## config.mk

```make
export PLATFORM = sky130hd
export DESIGN_NAME = map_hdr_crc16
export DESIGN_NICKNAME = d
export VERILOG_FILES = /design/src/rtl/maphdr_pkg.sv /design/src/rtl/crc_lane_chain.sv /design/src/rtl/quad_nibbler.sv /design/src/rtl/map_seq_ctrl.sv /design/src/rtl/map_hdr_regs.sv /design/src/rtl/map_hdr_crc16.sv
export SDC_FILE = /design/constraint.sdc
export NUM_CORES = 1
export LEC_CHECK = 0
export BUFFER_PORTS_ARGS = -buffer_cell sky130_fd_sc_hd__buf_2
export CORE_UTILIZATION = 59
export DETAILED_ROUTE_END_ITERATION = 10
export GPL_TIMING_DRIVEN = 0
export PLACE_DENSITY = 0.95
export SETUP_SLACK_MARGIN = 0.02
export SKIP_LAST_GASP = 1
export SYNTH_ARGS = -nofsm -noshare
export SYNTH_HDL_FRONTEND = slang
export SYNTH_HIERARCHICAL = 1
export SYNTH_SLANG_ARGS = --single-unit
```

## constraint.sdc

```tcl
create_clock -name clk -period 6.2 [get_ports clk]
set_input_delay 0.31 -clock clk [delete_from_list [all_inputs] [get_ports clk]]
set_output_delay 0.31 -clock clk [all_outputs]
set_load 0.005 [all_outputs]
```

## src/rtl/maphdr_pkg.sv

```systemverilog
package maphdr_pkg;

  localparam int CRC_W = 16;
  localparam int NIB_W = 4;

  typedef enum logic [1:0] {
    PH_IDLE  = 2'd0,
    PH_TAKE  = 2'd1,
    PH_SHIFT = 2'd2
  } phase_t;

  // one nibble of the shift-xor check update
  function automatic logic [CRC_W-1:0] nib_advance(input logic [CRC_W-1:0] c,
                                                   input logic [NIB_W-1:0] n);
    logic [NIB_W-1:0] s;
    s = c[CRC_W-1 -: NIB_W] ^ n;
    return {c[CRC_W-NIB_W-1:0], {NIB_W{1'b0}}}
         ^ {s, 12'h000}
         ^ {7'd0, s, 5'd0}
         ^ {12'h000, s};
  endfunction

endpackage

```

## src/rtl/crc_lane_chain.sv

```systemverilog
module crc_lane_chain
  import maphdr_pkg::*;
#(
  parameter  int LANES  = 1,
  localparam int STEP_W = NIB_W * LANES
) (
  input  logic [CRC_W-1:0]  crc_in,
  input  logic [STEP_W-1:0] chunk,
  output logic [CRC_W-1:0]  crc_out
);

  logic [CRC_W-1:0] stage [LANES+1];

  assign stage[0] = crc_in;

  // most significant nibble of the chunk is folded first
  for (genvar l = 0; l < LANES; l++) begin : g_lane
    assign stage[l+1] = nib_advance(stage[l], chunk[STEP_W-1-NIB_W*l -: NIB_W]);
  end

  assign crc_out = stage[LANES];

endmodule

```

## src/rtl/quad_nibbler.sv

```systemverilog
module quad_nibbler #(
  parameter int DATA_W = 32,
  parameter int STEP_W = 4
) (
  input  logic              clk,
  input  logic              rst_n,
  input  logic              load,
  input  logic              adv,
  input  logic [DATA_W-1:0] data_in,
  output logic [STEP_W-1:0] chunk
);

  logic [DATA_W-1:0] sh_q;

  always_ff @(posedge clk or negedge rst_n) begin
    if (!rst_n)    sh_q <= '0;
    else if (load) sh_q <= data_in;
    else if (adv)  sh_q <= sh_q << STEP_W;
  end

  assign chunk = sh_q[DATA_W-1 -: STEP_W];

  AST_LOAD_TOP_FIRST: assert property (@(posedge clk) disable iff (!rst_n)
    load |=> chunk == $past(data_in[DATA_W-1 -: STEP_W]));

endmodule

```

## src/rtl/map_seq_ctrl.sv

```systemverilog
module map_seq_ctrl
  import maphdr_pkg::*;
#(
  parameter  int STEPS = 8,
  localparam int IDX_W = (STEPS > 1) ? $clog2(STEPS) : 1
) (
  input  logic clk,
  input  logic rst_n,
  input  logic start,
  input  logic in_valid,
  input  logic in_last,
  output logic in_ready,
  output logic take,
  output logic clear,
  output logic step_en,
  output logic commit,
  output logic fin
);

  localparam logic [IDX_W-1:0] IDX_END = IDX_W'(STEPS - 1);

  phase_t           ph_q;
  logic [IDX_W-1:0] idx_q;
  logic             last_q;
  logic             final_step;

  assign final_step = (ph_q == PH_SHIFT) && (idx_q == IDX_END);
  assign clear      = start && (ph_q != PH_SHIFT);
  assign in_ready   = ((ph_q == PH_TAKE) || (final_step && !last_q)) && !start;
  assign take       = in_ready && in_valid;
  assign step_en    = (ph_q == PH_SHIFT);
  assign commit     = final_step;
  assign fin        = final_step && last_q;

  always_ff @(posedge clk or negedge rst_n) begin
    if (!rst_n) begin
      ph_q   <= PH_IDLE;
      idx_q  <= '0;
      last_q <= 1'b0;
    end else if (clear) begin
      ph_q  <= PH_TAKE;
      idx_q <= '0;
    end else begin
      unique case (ph_q)
        PH_TAKE: begin
          if (take) begin
            ph_q   <= PH_SHIFT;
            idx_q  <= '0;
            last_q <= in_last;
          end
        end
        PH_SHIFT: begin
          if (final_step) begin
            idx_q <= '0;
            if (last_q) begin
              ph_q <= PH_IDLE;
            end else if (take) begin
              ph_q   <= PH_SHIFT;
              last_q <= in_last;
            end else begin
              ph_q <= PH_TAKE;
            end
          end else begin
            idx_q <= idx_q + 1'b1;
          end
        end
        default: ph_q <= PH_IDLE;
      endcase
    end
  end

  AST_NO_TAKE_MID_QUADLET: assert property (@(posedge clk) disable iff (!rst_n)
    (ph_q == PH_SHIFT && idx_q != IDX_END) |-> !in_ready);

  AST_IDLE_REFUSES: assert property (@(posedge clk) disable iff (!rst_n)
    (ph_q == PH_IDLE) |-> !in_ready);

  AST_START_BLOCKS_TAKE: assert property (@(posedge clk) disable iff (!rst_n)
    start |-> !take);

  AST_START_IGNORED_BUSY: assert property (@(posedge clk) disable iff (!rst_n)
    (start && ph_q == PH_SHIFT && !final_step) |=> ph_q == PH_SHIFT);

endmodule

```

## src/rtl/map_hdr_regs.sv

```systemverilog
module map_hdr_regs
  import maphdr_pkg::*;
#(
  parameter int               CNT_W     = 16,
  parameter logic [CNT_W-1:0] SPEED_LEN = 'h3F1
) (
  input  logic                   clk,
  input  logic                   rst_n,
  input  logic                   clear,
  input  logic                   kind_in,
  input  logic                   step_en,
  input  logic                   commit,
  input  logic                   fin,
  input  logic [CRC_W-1:0]       crc_nxt,
  output logic [CRC_W-1:0]       crc_q,
  output logic [CNT_W+CRC_W-1:0] header,
  output logic                   done
);

  logic [CNT_W-1:0] cnt_q;
  logic             kind_q;

  always_ff @(posedge clk or negedge rst_n) begin
    if (!rst_n) begin
      crc_q  <= '0;
      cnt_q  <= '0;
      kind_q <= 1'b0;
      done   <= 1'b0;
    end else begin
      done <= fin;
      if (clear) begin
        crc_q  <= '0;
        cnt_q  <= '0;
        kind_q <= kind_in;
      end else begin
        if (step_en) crc_q <= crc_nxt;
        if (commit)  cnt_q <= cnt_q + 1'b1;
      end
    end
  end

  assign header = {(kind_q ? SPEED_LEN : cnt_q), crc_q};

  AST_CLEAR_ZEROES: assert property (@(posedge clk) disable iff (!rst_n)
    clear |=> (crc_q == '0) && (cnt_q == '0));

  AST_DONE_SINGLE: assert property (@(posedge clk) disable iff (!rst_n)
    done |=> !done);

  AST_COUNT_STEPS_BY_ONE: assert property (@(posedge clk) disable iff (!rst_n)
    !clear |=> (cnt_q == $past(cnt_q)) || (cnt_q == $past(cnt_q) + 1'b1));

endmodule

```

## src/rtl/map_hdr_crc16.sv

```systemverilog
module map_hdr_crc16
  import maphdr_pkg::*;
#(
  parameter int               DATA_W    = 32,
  parameter int               LANES     = 1,
  parameter int               CNT_W     = 16,
  parameter logic [CNT_W-1:0] SPEED_LEN = 'h3F1
) (
  input  logic                   clk,
  input  logic                   rst_n,
  input  logic                   start,
  input  logic                   map_kind,
  input  logic                   in_valid,
  output logic                   in_ready,
  input  logic [DATA_W-1:0]      in_data,
  input  logic                   in_last,
  output logic [CRC_W-1:0]       crc_out,
  output logic [CNT_W+CRC_W-1:0] header_out,
  output logic                   done
);

  localparam int STEP_W = NIB_W * LANES;
  localparam int STEPS  = DATA_W / STEP_W;

  logic              take, clear, step_en, commit, fin;
  logic [STEP_W-1:0] chunk;
  logic [CRC_W-1:0]  crc_q, crc_nxt;

  map_seq_ctrl #(.STEPS(STEPS)) u_ctrl (
    .clk      (clk),
    .rst_n    (rst_n),
    .start    (start),
    .in_valid (in_valid),
    .in_last  (in_last),
    .in_ready (in_ready),
    .take     (take),
    .clear    (clear),
    .step_en  (step_en),
    .commit   (commit),
    .fin      (fin)
  );

  quad_nibbler #(.DATA_W(DATA_W), .STEP_W(STEP_W)) u_nib (
    .clk     (clk),
    .rst_n   (rst_n),
    .load    (take),
    .adv     (step_en),
    .data_in (in_data),
    .chunk   (chunk)
  );

  crc_lane_chain #(.LANES(LANES)) u_lanes (
    .crc_in  (crc_q),
    .chunk   (chunk),
    .crc_out (crc_nxt)
  );

  map_hdr_regs #(.CNT_W(CNT_W), .SPEED_LEN(SPEED_LEN)) u_regs (
    .clk     (clk),
    .rst_n   (rst_n),
    .clear   (clear),
    .kind_in (map_kind),
    .step_en (step_en),
    .commit  (commit),
    .fin     (fin),
    .crc_nxt (crc_nxt),
    .crc_q   (crc_q),
    .header  (header_out),
    .done    (done)
  );

  assign crc_out = crc_q;

  AST_HEADER_HOLDS: assert property (@(posedge clk) disable iff (!rst_n)
    (done && !start) |=> $stable(header_out));

  AST_DONE_AFTER_QUADLET: assert property (@(posedge clk) disable iff (!rst_n)
    $rose(done) |-> $past(commit));

endmodule

```

# [Word level (Yosys, flattened, before mapping)]
# Index checks and enable logic that the tools add are counted.
[totals] ff_bits=72 latch_bits=0 ramBits=0 rom_bits=0 output_inout_bits=50 word_cells=62 memories=0
[classes] n_addsub=2 n_mul=0 div_mod_pow=0 n_lt_le_gt_ge=0 n_eq_ne=8 shifts=0 n_mux=22 bitwise=5 reduce_logical=17
[op_table] cell="$mux 16" n=5
[op_table] cell="$mux 32" n=2
[op_table] cell="$add 16x1->16 const B" n=1
[op_table] cell="$xor 16x16->16" n=1
[op_table] cell="$xor 16x4->16" n=1
[op_table] cell="$xor 16x9->16" n=1
[op_table] cell="$mux 2" n=5
[op_table] cell="$mux 3" n=3
[op_table] cell="$reduce_bool 2->1" n=4
[op_table] cell="$logic_and 1x1->1" n=6
[op_table] cell="$pmux 3 s2" n=1
[op_table] cell="$mux 1" n=4
[op_table] cell="$ne 2x2->1 const B" n=2
[op_table] cell="$pmux 2 s2" n=1
[op_table] cell="$reduce_and 2->1" n=2
[op_table] cell="$reduce_and 4->1" n=1
[op_table] cell="$xor 4x4->4" n=1
[op_table] cell="$add 3x1->3 const B" n=1
[op_table] cell="$eq 3x3->1 const B" n=1
[op_table] cell="$ne 3x2->1 const B" n=1
[op_table] cell="$ne 3x3->1 const B" n=1
[op_table] cell="$reduce_bool 3->1" n=1
[op_table] cell="$eq 2x1->1 const B" n=1
[op_table] cell="$eq 2x2->1 const B" n=1
[op_table] cell="5 further kinds" n=6

# [Depth between registers and ports, before layout]
# Gate-level depths: netlist (run 1).
[logic_depth] ltp_word=11 ltp_mapped=10

# [Hierarchy]
# The synthesis (run 1) kept the hierarchy.
[by_module_without_submodules] module="map_hdr_regs" instances=1 cells_each=168 area_each_um2=1705.4
[by_module_without_submodules] module="quad_nibbler" instances=1 cells_each=143 area_each_um2=1521.5
[by_module_without_submodules] module="map_seq_ctrl" instances=1 cells_each=58 area_each_um2=475.5
[by_module_without_submodules] module="crc_lane_chain" instances=1 cells_each=16 area_each_um2=255.2

# [Worst setup path before layout (run 1)]
# Ideal clock, no wire load.
[synth_timing] path_kind="register -> register" from="register u_ctrl.ph_q[0]" to="register u_regs.cnt_q[14]" setup_time_ns=0.078 t_arrival_ns=1.981 required_ns=6.122 slack_ns=4.141 path_stages_with_launch=10 period_less_slack_ns=2.059 path_cell_list="dfrtp_1 inv_1 ha_1 buf_2 and2_1 and2_1 clkbuf_1 nand2_1 or3_1 a21oi_1"
[synth_between] elab_chain_cells=3 word_cells_on_any_way=6 classes_between="eq/ne (2); mux (1); reduce/logical (3)"
[synth_lines] item="start: declaration" line_no="map_seq_ctrl.sv:22" rtl="phase_t ph_q;"
[synth_lines] item="start signal: assignment" line_no="map_seq_ctrl.sv:37" rtl="ph_q <= PH_IDLE;"
[synth_lines] item="start signal: assignment" line_no="map_seq_ctrl.sv:41" rtl="ph_q <= PH_TAKE;"
[synth_lines] item="start signal: assignment" line_no="map_seq_ctrl.sv:47" rtl="ph_q <= PH_SHIFT;"
[synth_lines] item="$eq 2x2->1"
[synth_lines] item="net step_en" line_no="map_hdr_crc16.sv:25" rtl="logic take, clear, step_en, commit, fin;"
[synth_lines] item="$logic_and 1x1->1" line_no="map_seq_ctrl.sv:27" rtl="assign final_step = (ph_q == PH_SHIFT) && (idx_q == IDX_END);"
[synth_lines] item="net commit" line_no="map_hdr_crc16.sv:25"
[synth_lines] item="$reduce_bool 2->1 (no source line)"
[synth_lines] item="end signal: assignment" line_no="map_hdr_regs.sv:37" rtl="if (commit) cnt_q <= cnt_q + 1'b1;"
[synth_lines] item="end: declaration" line_no="map_hdr_regs.sv:20" rtl="logic [CNT_W-1:0] cnt_q;"
# The timed path passes the listed nets, and every way through them passes these cells.
# A chain may end at the register's enable or synchronous reset.

# [Worst setup path in the final report (run 1)]
# Ends and elaborated chain as after synthesis.

==> results of run 1 <==
[power by group]
group | leakage [µW] | switching [µW] | internal [µW]
Sequential | 0.000947 | 38.9 | 527
Combinational | 0.00122 | 98.1 | 110
Clock | 0.0000831 | 184 | 147
Total | 0.00225 | 321 | 783
[worst max-delay path, delay by kind of cell (launching register included)]
family | cells | cell delay [ns]
AOI/OAI and AO/OA | 1 | 0.15
adders and majority gates | 1 | 0.23
buffers and inverters | 3 | 0.57
DFF | 1 | 0.40
and+or+nand+nor | 4 | 0.95
[worst paths after layout]
check | end | slack [ns] | depth (start not counted)
max reg2reg | u_regs/cnt_q[14] | 3.81 | 9
min in group clk | u_nib/sh_q[16] | 0.17 | 3
min | u_nib/sh_q[24] | 0.06 | 1
max in group asynchronous | u_ctrl/ph_q[0] | 5.55 | 1
min reg2reg | u_ctrl/idx_q[2] | 0.49 | 2
max | u_regs/cnt_q[14] | 3.81 | 9
[metal layers]
metal  GRT usage, %  up-vias  wire, µm
met1          32.98     1487      3680
met3          6.627       12       439
li1               -     1472         -
met4          7.053        0        72
met2          44.56       98      4444
met5              0        -         0
[cells in the mapped netlist (3+ instances only)]
cell	number
dfrtp_1	72
mux2i_1	45
nand2_1	43
nor2_1	33
o21ai_1	26
buf_4	24
o21ai_0	12
nor2b_1	11
buf_2	10
a21oi_1	8
nand2b_1	8
xor2_1	8
xor3_1	8
clkbuf_1	7
inv_1	7
or2_2	7
xnor2_1	7
nand3_1	6
ha_1	5
nand4_1	4
and3_1	3
nor3_1	3
or3_1	3
[area by class of cell]
class                      instances  area [µm²]
clock inverter                     6       42.54
buffer                            45       322.8
multi-input combinational        261        1807
inverter                           7       26.28
sequential                        72        1802
timing repair buffer              87       437.9
fill                             451        1760
clock buffer                      10       127.6
tap                               77       96.34
[state kept, by name (all words and copies together) (netlist names)]
register,count
u_regs/kind_q,1
u_ctrl/last_q,1
u_regs/done,1
u_nib/sh_q,32
u_regs/crc_q,16
u_regs/cnt_q,16
u_ctrl/ph_q,2
u_ctrl/idx_q,3
[metrics by stage]
step | instance area (µm²) | instances
6_report | 4662 | 565
3_5_place_dp | 4492 | 549
4_1_cts | 4662 | 565
2_1_floorplan | 3958 | 385
3_3_place_gp | 4489 | 549
5_1_grt | 4662 | 565
[cells by family (layout without fill, tap and decap cells)]
kind of cell	Yosys count	count (layout)	synth area share, %
simple gates	133	133	16.60
flops	72	72	45.53
compound gates	54	54	7.683
buf+inv	52	155	8.821
mux	46	46	11.67
xor+xnor	23	23	8.125
fa+ha+maj	5	5	1.581
==> out/results.tsv, run 1 <==
metric	value	unit
post-synthesis average cell area	10.28	µm²
CP required	6.47	ns
antenna violation net count after detailed routing	0	
power consumption	1105	µW
worst-path fanout max	10	
slowest CP cell	dfrtp_1	
RSZ-0062 raised after global routing	false	
drt wl/cell	15.28	µm
Critical path origin	u_ctrl/ph_q[0]	
vias in the first global route	3044	
failing checks	DRC	
slew margin rel.	40.88	%
area grow syn2layout	17.80	%
GRT Residual Overflow	0	
leakage	0.002250	µW
Pre-antenna DRT Iters	8	
gr usage total	26.08	%
starting density of the core	61.62	%
Root Driver	clkbuf_8	
Achievable Freq	0.4183	GHz
max-slew violations	0	
Place WS	3.855	ns
syn nets	428	
CP startpoint kind	register	
Buffers on Ports	87	
Reg clk slew, reported paths	0.08	ns
Worst IR Drop VDD	0.0001664	V
asr flop ratio synth	100.0	%
Post-synth EDFFs	0	
Vias/cell	5.432	
Synth Instances	385	
commonest non-fill, non-tap cell in the layout	buf_2	
crit path time final	2.391	ns
status	complete, but fails checks	
antenna violations before repair	0	
slowest stage delay, CP	0.40	ns
global-route wire length before repair	14.37	mm
via count	3069	
hpwl dp	6.095	mm
R2R Path Start	u_ctrl/ph_q[0]	
share of layout cells above drive strength 1	32.17	%
Most common cell on crit path	and2_1	
crit end category	register	
row cnt	29	
synth unique cells	42	
Setup TNS	0	ns
final hold vios	0	
core area	0.006422	mm²
largest net degree at the start of global routing	73	
Routed WL	8.636	mm
Clock Sink Count	72	
area leader, netlist	dfrtp_1	
flops & latches, synth	72	
drt drc	14	
period utilization	38.56	%
htree depth	3	
die area	0.007039	mm²
WHS	0.06398	ns
CTS resizes	0	
I/O pin total	88	
worst-path cell chain	inv_1, ha_1, buf_2, and2_1, and2_1, clkbuf_1, nand2_1, or3_1, a21oi_1	
Pwr Density	237.0	mW/mm²
total CTS buffers	9	
top cell type's share of synthesized area	45.53	%
Seq/Total Area, Yosys	45.53	%
clock latency at the later pin of the worst-skew pair	0.35	ns
Setup Viol. Count Final	0	
yosys warns	6	
Initial DRC Count	206	
CTS max path bufs	2	
most frequent cells in the layout	buf_2 (96), dfrtp_1 (72), mux2i_1 (45)	
Placer Congestion	0.9065	
CTS Hold Bufs	0	
synthesized cell area	0.003958	mm²
ANT cells	0	
chip height	83.90	µm
max_cap viols	0	
CTS tree	yes	
prevailing post-synth register cell	dfrtp_1	
WP data arrival	2.66	ns
critical path type	register to register	
nets	526	
synth top area cells	dfrtp_1 (46%), mux2i_1 (11%), xor3_1 (4.8%)	
setup ws final	3.809	ns
postcts setup bufs	0	
Slew @ Worst Pin	0.8868	ns
Fin Clk Skew	0.006771	ns
DIE WIDTH	83.90	µm
final core area utilization	72.59	%
HP Class	input pin to asynchronous set/reset pin	
Power figures use the tool's default switching activity.
==> inputs of run 2 (changes only) <==
--- a/config.mk
+++ b/config.mk
@@ -6,10 +6,10 @@
 export NUM_CORES = 1
 export LEC_CHECK = 0
 export BUFFER_PORTS_ARGS = -buffer_cell sky130_fd_sc_hd__buf_2
-export CORE_UTILIZATION = 59
+export CORE_UTILIZATION = 55
 export DETAILED_ROUTE_END_ITERATION = 10
 export GPL_TIMING_DRIVEN = 0
-export PLACE_DENSITY = 0.95
+export PLACE_DENSITY = 0.91
 export SETUP_SLACK_MARGIN = 0.02
 export SKIP_LAST_GASP = 1
 export SYNTH_ARGS = -nofsm -noshare
==> constraint.sdc (replaced) <==
create_clock -name clk -period 2.2 [get_ports clk]
set_input_delay 0.11 -clock clk [delete_from_list [all_inputs] [get_ports clk]]
set_output_delay 0.11 -clock clk [all_outputs]
set_load 0.005 [all_outputs]
==> run 2 against run 1 <==
Against the previous run:
- power rose to 2.9 times the previous value
- sequential share of layout area fell by 3.0 points
- global-route usage down 0.77 points
- highest routed layer unchanged
- core utilization is 0.93 points higher
- routed wire length rose by 3.1%
- the run now ends clean
- first-iteration DRC count fell by 9.7%
==> out/results.tsv, run 2 (synthesized netlist as in run 1, its figures left out) <==
metric	value	unit
status	finished clean	
final hold vios	0	
nets	558	
die area	0.007539	mm²
Slew @ Worst Pin	0.9040	ns
worst-path cell chain	inv_1, ha_2, buf_4, and2_4, a21oi_2, nor2_1, clkbuf_4, buf_2, nand2_1, o21ai_1	
Place WS	-0.1865	ns
global-route wire length before repair	14.66	mm
htree depth	3	
period utilization	92.23	%
Root Driver	clkbuf_8	
hpwl dp	5.978	mm
crit end category	register	
worst-path fanout max	10	
slowest stage delay, CP	0.40	ns
sw power	951.4	µW
vias in the first global route	3132	
setup ws final	0.1710	ns
Comb power frac	19.6	%
via count	3196	
top flop regs	u_nib/sh_q (32), u_regs/cnt_q (16), u_regs/crc_q (16)	
Placer Congestion	0.8531	
Fin Clk Skew	0.01048	ns
gr usage total	25.31	%
drt wl/cell	14.45	µm
slew margin rel.	39.73	%
core area	0.006869	mm²
drt drc	0	
slowest CP cell	dfrtp_1	
most frequent cells in the layout	buf_2 (91), dfrtp_1 (72), mux2i_1 (45)	
GRT Residual Overflow	0	
Setup Viol. Count Final	0	
Routed WL	8.901	mm
Vias/cell	5.188	
Clock power frac	30.8	%
Reg clk slew, reported paths	0.08	ns
share of layout cells above drive strength 1	31.15	%
critical path type	register to register	
area grow syn2layout	27.60	%
Inst Count DP	568	
Pre-antenna DRT Iters	4	
Crit path max-delay family	buffers and inverters	
ANT cells	0	
CP required	2.48	ns
max_cap viols	0	
Sequential Power Share	49.6	%
DIE WIDTH	86.83	µm
max-slew violations	0	
HP Class	input pin to register	
leakage	0.002391	µW
commonest non-fill, non-tap cell in the layout	buf_2	
crit path time final	2.029	ns
Achievable Freq	0.4928	GHz
sw frac	29.58	%
P_int	2265	µW
total CTS buffers	9	
CP startpoint kind	register	
Worst IR Drop VDD	0.0003650	V
antenna violation net count after detailed routing	0	
Clock Sink Count	72	
RSZ-0062 raised after global routing	false	
chip height	86.83	µm
starting density of the core	57.61	%
largest net degree at the start of global routing	73	
row cnt	30	
Buffers on Ports	87	
fin cells	616	
max reg flops	32	
clock latency at the later pin of the worst-skew pair	0.35	ns
I/O pin total	88	
Pwr Density	637.0	mW/mm²
WP buf/inv	4	
Initial DRC Count	186	
CTS max path bufs	2	
WP data arrival	2.31	ns
Reg with most FFs	u_nib/sh_q	
CTS tree	yes	
antenna violations before repair	0	
-- run 2: cell count changes in the layout (fill, tap and decap cells not counted), sizes merged --
| cell | delta |
|---|---|
| inv | +2 |
| clkinv | -1 |
| clkbuf | +2 |
| dlygate4sd3 | +33 |
| buf | -4 |
-- run 2: cell type report --
cell class                      instances  area [µm²]
Timing Repair Buffer                  120       768.2
Fill cell                             488        1819
Multi-Input combinational cell        261        1817
Buffer                                 44       331.6
Inverter                                7       26.28
Tap cell                               96       120.1
Clock buffer                            9       123.9
Sequential cell                        72        1802
Clock inverter                          7       61.31
-- run 2: per-stage QoR --
step           instance area (µm²)  util, %  setup TNS [ns]  hold WS, ns  total power [µW]
4_1_cts                       5035    73.30               0      0.04742              3233
6_report                      5050    73.52               0      0.04719              3217
5_1_grt                       5050    73.52               0      0.05009              3380
3_3_place_gp                  4513    65.70         -0.6150       0.3234              2157
2_1_floorplan                 3958        -               0      -0.1856              2003
3_5_place_dp                  4516    65.74          -2.550       0.2963              2192
-- run 2: what timing repair did --
item	4_1_cts	5_1_grt
endpoints found under the setup margin	35	35
hold endpoints to repair	104	0
gates resized for setup	3	7
hold buffers	33	0
setup buffers	0	0
-- run 2: path summary, 6_finish.rpt --
path	from	end	slack [ns]	depth (start not counted)
max in group asynchronous	rst_n	u_nib/sh_q[17]	1.18	2
min in group asynchronous	rst_n	u_nib/sh_q[28]	0.43	2
setup / recovery	u_ctrl/ph_q[0]	u_nib/sh_q[5]	0.17	10
setup reg to reg	u_ctrl/ph_q[0]	u_nib/sh_q[5]	0.17	10
hold reg to reg	u_ctrl/idx_q[2]	u_ctrl/idx_q[2]	0.50	2
hold / removal	in_data[27]	u_nib/sh_q[27]	0.05	3
-- run 2: routing by layer --
layer / part of all wire, % / global-route usage (%) / up-vias / wire length, µm
met5: 0 / 0 / - / 0
met4: 2.1 / 11.52 / 0 / 184
met3: 5.0 / 4.000 / 15 / 445
met2: 50 / 42.59 / 97 / 4456
met1: 43 / 32.20 / 1552 / 3815
li1: - / - / 1532 / -
-- run 2: power groups by stage --
stage | Sequential [µW] | Combinational [µW] | Clock (µW)
finish | 1600 | 630 | 990
global route | 1610 | 695 | 1070
CTS | 1590 | 627 | 1010
detailed placement | 1620 | 574 | 0
global placement | 1610 | 550 | 0
floorplan | 1580 | 424 | 0
-- run 2: worst min-delay path, delay by kind of cell --
kind	cells	cell delay [ns]
buffers and inverters	1	0.09
AOI/OAI and AO/OA	1	0.09
and+or+nand+nor	1	0.07
==> inputs of run 3 (changes only) <==
--- a/config.mk
+++ b/config.mk
@@ -6,6 +6,7 @@
 export NUM_CORES = 1
 export LEC_CHECK = 0
 export BUFFER_PORTS_ARGS = -buffer_cell sky130_fd_sc_hd__buf_2
+export CORE_MARGIN = 4
 export CORE_UTILIZATION = 55
 export DETAILED_ROUTE_END_ITERATION = 10
 export GPL_TIMING_DRIVEN = 0
==> run 3 against run 2 <==
Against the previous run:
- sequential power barely moved
- maximum frequency fell by 2.2%
- design area rose by 1.0%
- via count fell by 0.63%
- die area rose by 14%
- global-route usage fell by 1.9 points
- routed wire length rose by 9.8%
- highest routed layer unchanged
==> out/results.tsv, run 3 (synthesized netlist as in run 1, its figures left out) <==
metric	value	unit
status	finished clean	
final core area utilization	73.86	%
CP required	2.46	ns
ANT cells	0	
Slew @ Worst Pin	0.8881	ns
via count	3176	
die area	0.008616	mm²
Fin Clk Skew	0.007970	ns
HP Class	input pin to register	
Setup Viol. Count Final	0	
CTS max path bufs	2	
period utilization	94.34	%
Clock Sink Count	72	
CTS tree	yes	
leakage	0.002420	µW
sw power	940.6	µW
hpwl dp	6.205	mm
drt wl/cell	15.92	µm
Initial DRC Count	171	
gr usage total	23.43	%
commonest non-fill, non-tap cell in the layout	buf_2	
share of layout cells above drive strength 1	32.05	%
placed cell areas	0.004516	mm²
Comb power frac	18.3	%
top flop regs	u_nib/sh_q (32), u_regs/cnt_q (16), u_regs/crc_q (16)	
vias in the first global route	3298	
DIE WIDTH	92.83	µm
WP data arrival	2.34	ns
Placer Congestion	0.8434	
row cnt	30	
Clock power frac	36.7	%
final hold vios	0	
drt drc	0	
post-route cell area	0.005101	mm²
critical path type	register to register	
I/O pin total	88	
nets	556	
Vias/cell	5.173	
setup ws final	0.1246	ns
total CTS buffers	9	
antenna violation net count after detailed routing	0	
max reg flops	32	
Place WS	-0.2312	ns
Routed WL	9.776	mm
GRT Residual Overflow	0	
Pre-antenna DRT Iters	4	
Reg clk slew, reported paths	0.08	ns
chip height	92.83	µm
max_cap viols	0	
Sequential Power Share	45.0	%
most frequent cells in the layout	buf_2 (89), dfrtp_1 (72), mux2i_1 (45)	
Root Driver	clkbuf_8	
max-slew violations	0	
Reg with most FFs	u_nib/sh_q	
power consumption	3569	µW
Buffers on Ports	87	
CP startpoint kind	register	
core area	0.006907	mm²
htree depth	3	
largest net degree at the start of global routing	73	
crit path time final	2.075	ns
number of fill cells in the layout	511	
sw frac	26.35	%
area grow syn2layout	28.90	%
Pwr Density	699.7	mW/mm²
Achievable Freq	0.4818	GHz
crit end category	register	
slew margin rel.	40.80	%
Worst IR Drop VDD	0.0003831	V
starting density of the core	57.30	%
P_int	2628	µW
clock latency at the later pin of the worst-skew pair	0.34	ns
global-route wire length before repair	15.99	mm
worst-path fanout max	8	
RSZ-0062 raised after global routing	false	
antenna violations before repair	0	
[run 3: cell count changes in the layout (fill, tap and decap cells not counted)]
cell / change
nor2_2: +1
buf_4: +7
dlygate4sd3_1: -5
bufinv_16: +3
inv_6: -2
clkinvlp_4: -1
buf_2: -2
clkdlybuf4s15_2: +1
nor2_1: -1
clkbuf_4: -3
inv_8: -1
clkbuf_8: +1
[run 3: path summary, 6_finish.rpt]
kind	startpoint	end	slack [ns]	cells after the start
setup / recovery	u_ctrl/idx_q[0]	u_nib/sh_q[0]	0.12	9
hold / removal	in_data[22]	u_nib/sh_q[22]	0.02	3
setup reg to reg	u_ctrl/idx_q[0]	u_nib/sh_q[0]	0.12	9
hold reg to reg	u_ctrl/idx_q[1]	u_ctrl/idx_q[1]	0.49	2
max in group asynchronous	rst_n	u_nib/sh_q[11]	1.21	2
min in group asynchronous	rst_n	u_regs/cnt_q[13]	0.42	2
[run 3: repair_timing]
item	in CTS	in global routing
endpoints found under the hold margin	97	2
resized for setup	7	7
setup endpoints to repair	36	39
cloned	0	1
setup buffers	0	2
hold buffers	26	2
[run 3: metal layers]
metal	track usage, %	vias up	routed length, µm
li1	-	1540	-
met1	28.43	1532	3879
met2	41.93	88	5244
met3	3.493	16	473
met4	8.669	0	179
met5	0	-	0
[run 3: layout make-up]
cell class	count	area, µm²	share of cell area [%]
tap	96	120.1	2.355
clock buffer	10	137.6	2.698
sequential	72	1802	35.32
buffer	44	336.6	6.598
inverter	7	26.28	0.5151
multi-input combinational	261	1819	35.66
clock inverter	6	115.1	2.257
timing repair buffer	118	744.5	14.59
[run 3: power groups by stage]
| stage | sequential [µW] | clock [µW] | combinational [µW] |
|---|---|---|---|
| 6_report | 1610 | 1310 | 653 |
| 5_1_grt | 1620 | 1390 | 722 |
| 2_1_floorplan | 1580 | 0 | 424 |
| 3_3_place_gp | 1600 | 0 | 550 |
| 4_1_cts | 1590 | 1320 | 629 |
| 3_5_place_dp | 1610 | 0 | 578 |
[run 3: critical path, stage by stage (launching register included)]
cell	delay, ns
dfrtp_1	0.40
ha_1	0.21
ha_1	0.24
and2_4	0.20
a21oi_2	0.20
nor2_2	0.08
clkdlybuf4s15_2	0.25
buf_4	0.14
nand2b_1	0.14
o21ai_1	0.14
[run 3: stage by stage]
| stage | std cells | hold WS, ns | setup TNS (ns) |
|---|---|---|---|
| after global placement | 568 | 0.3199 | -0.4676 |
| after detailed placement | 568 | 0.2969 | -1.739 |
| after floorplan | 385 | -0.1856 | 0 |
| after CTS | 609 | 0.0009099 | 0 |
| after global routing | 614 | 0.01536 | 0 |
| final | 614 | 0.01606 | 0 |
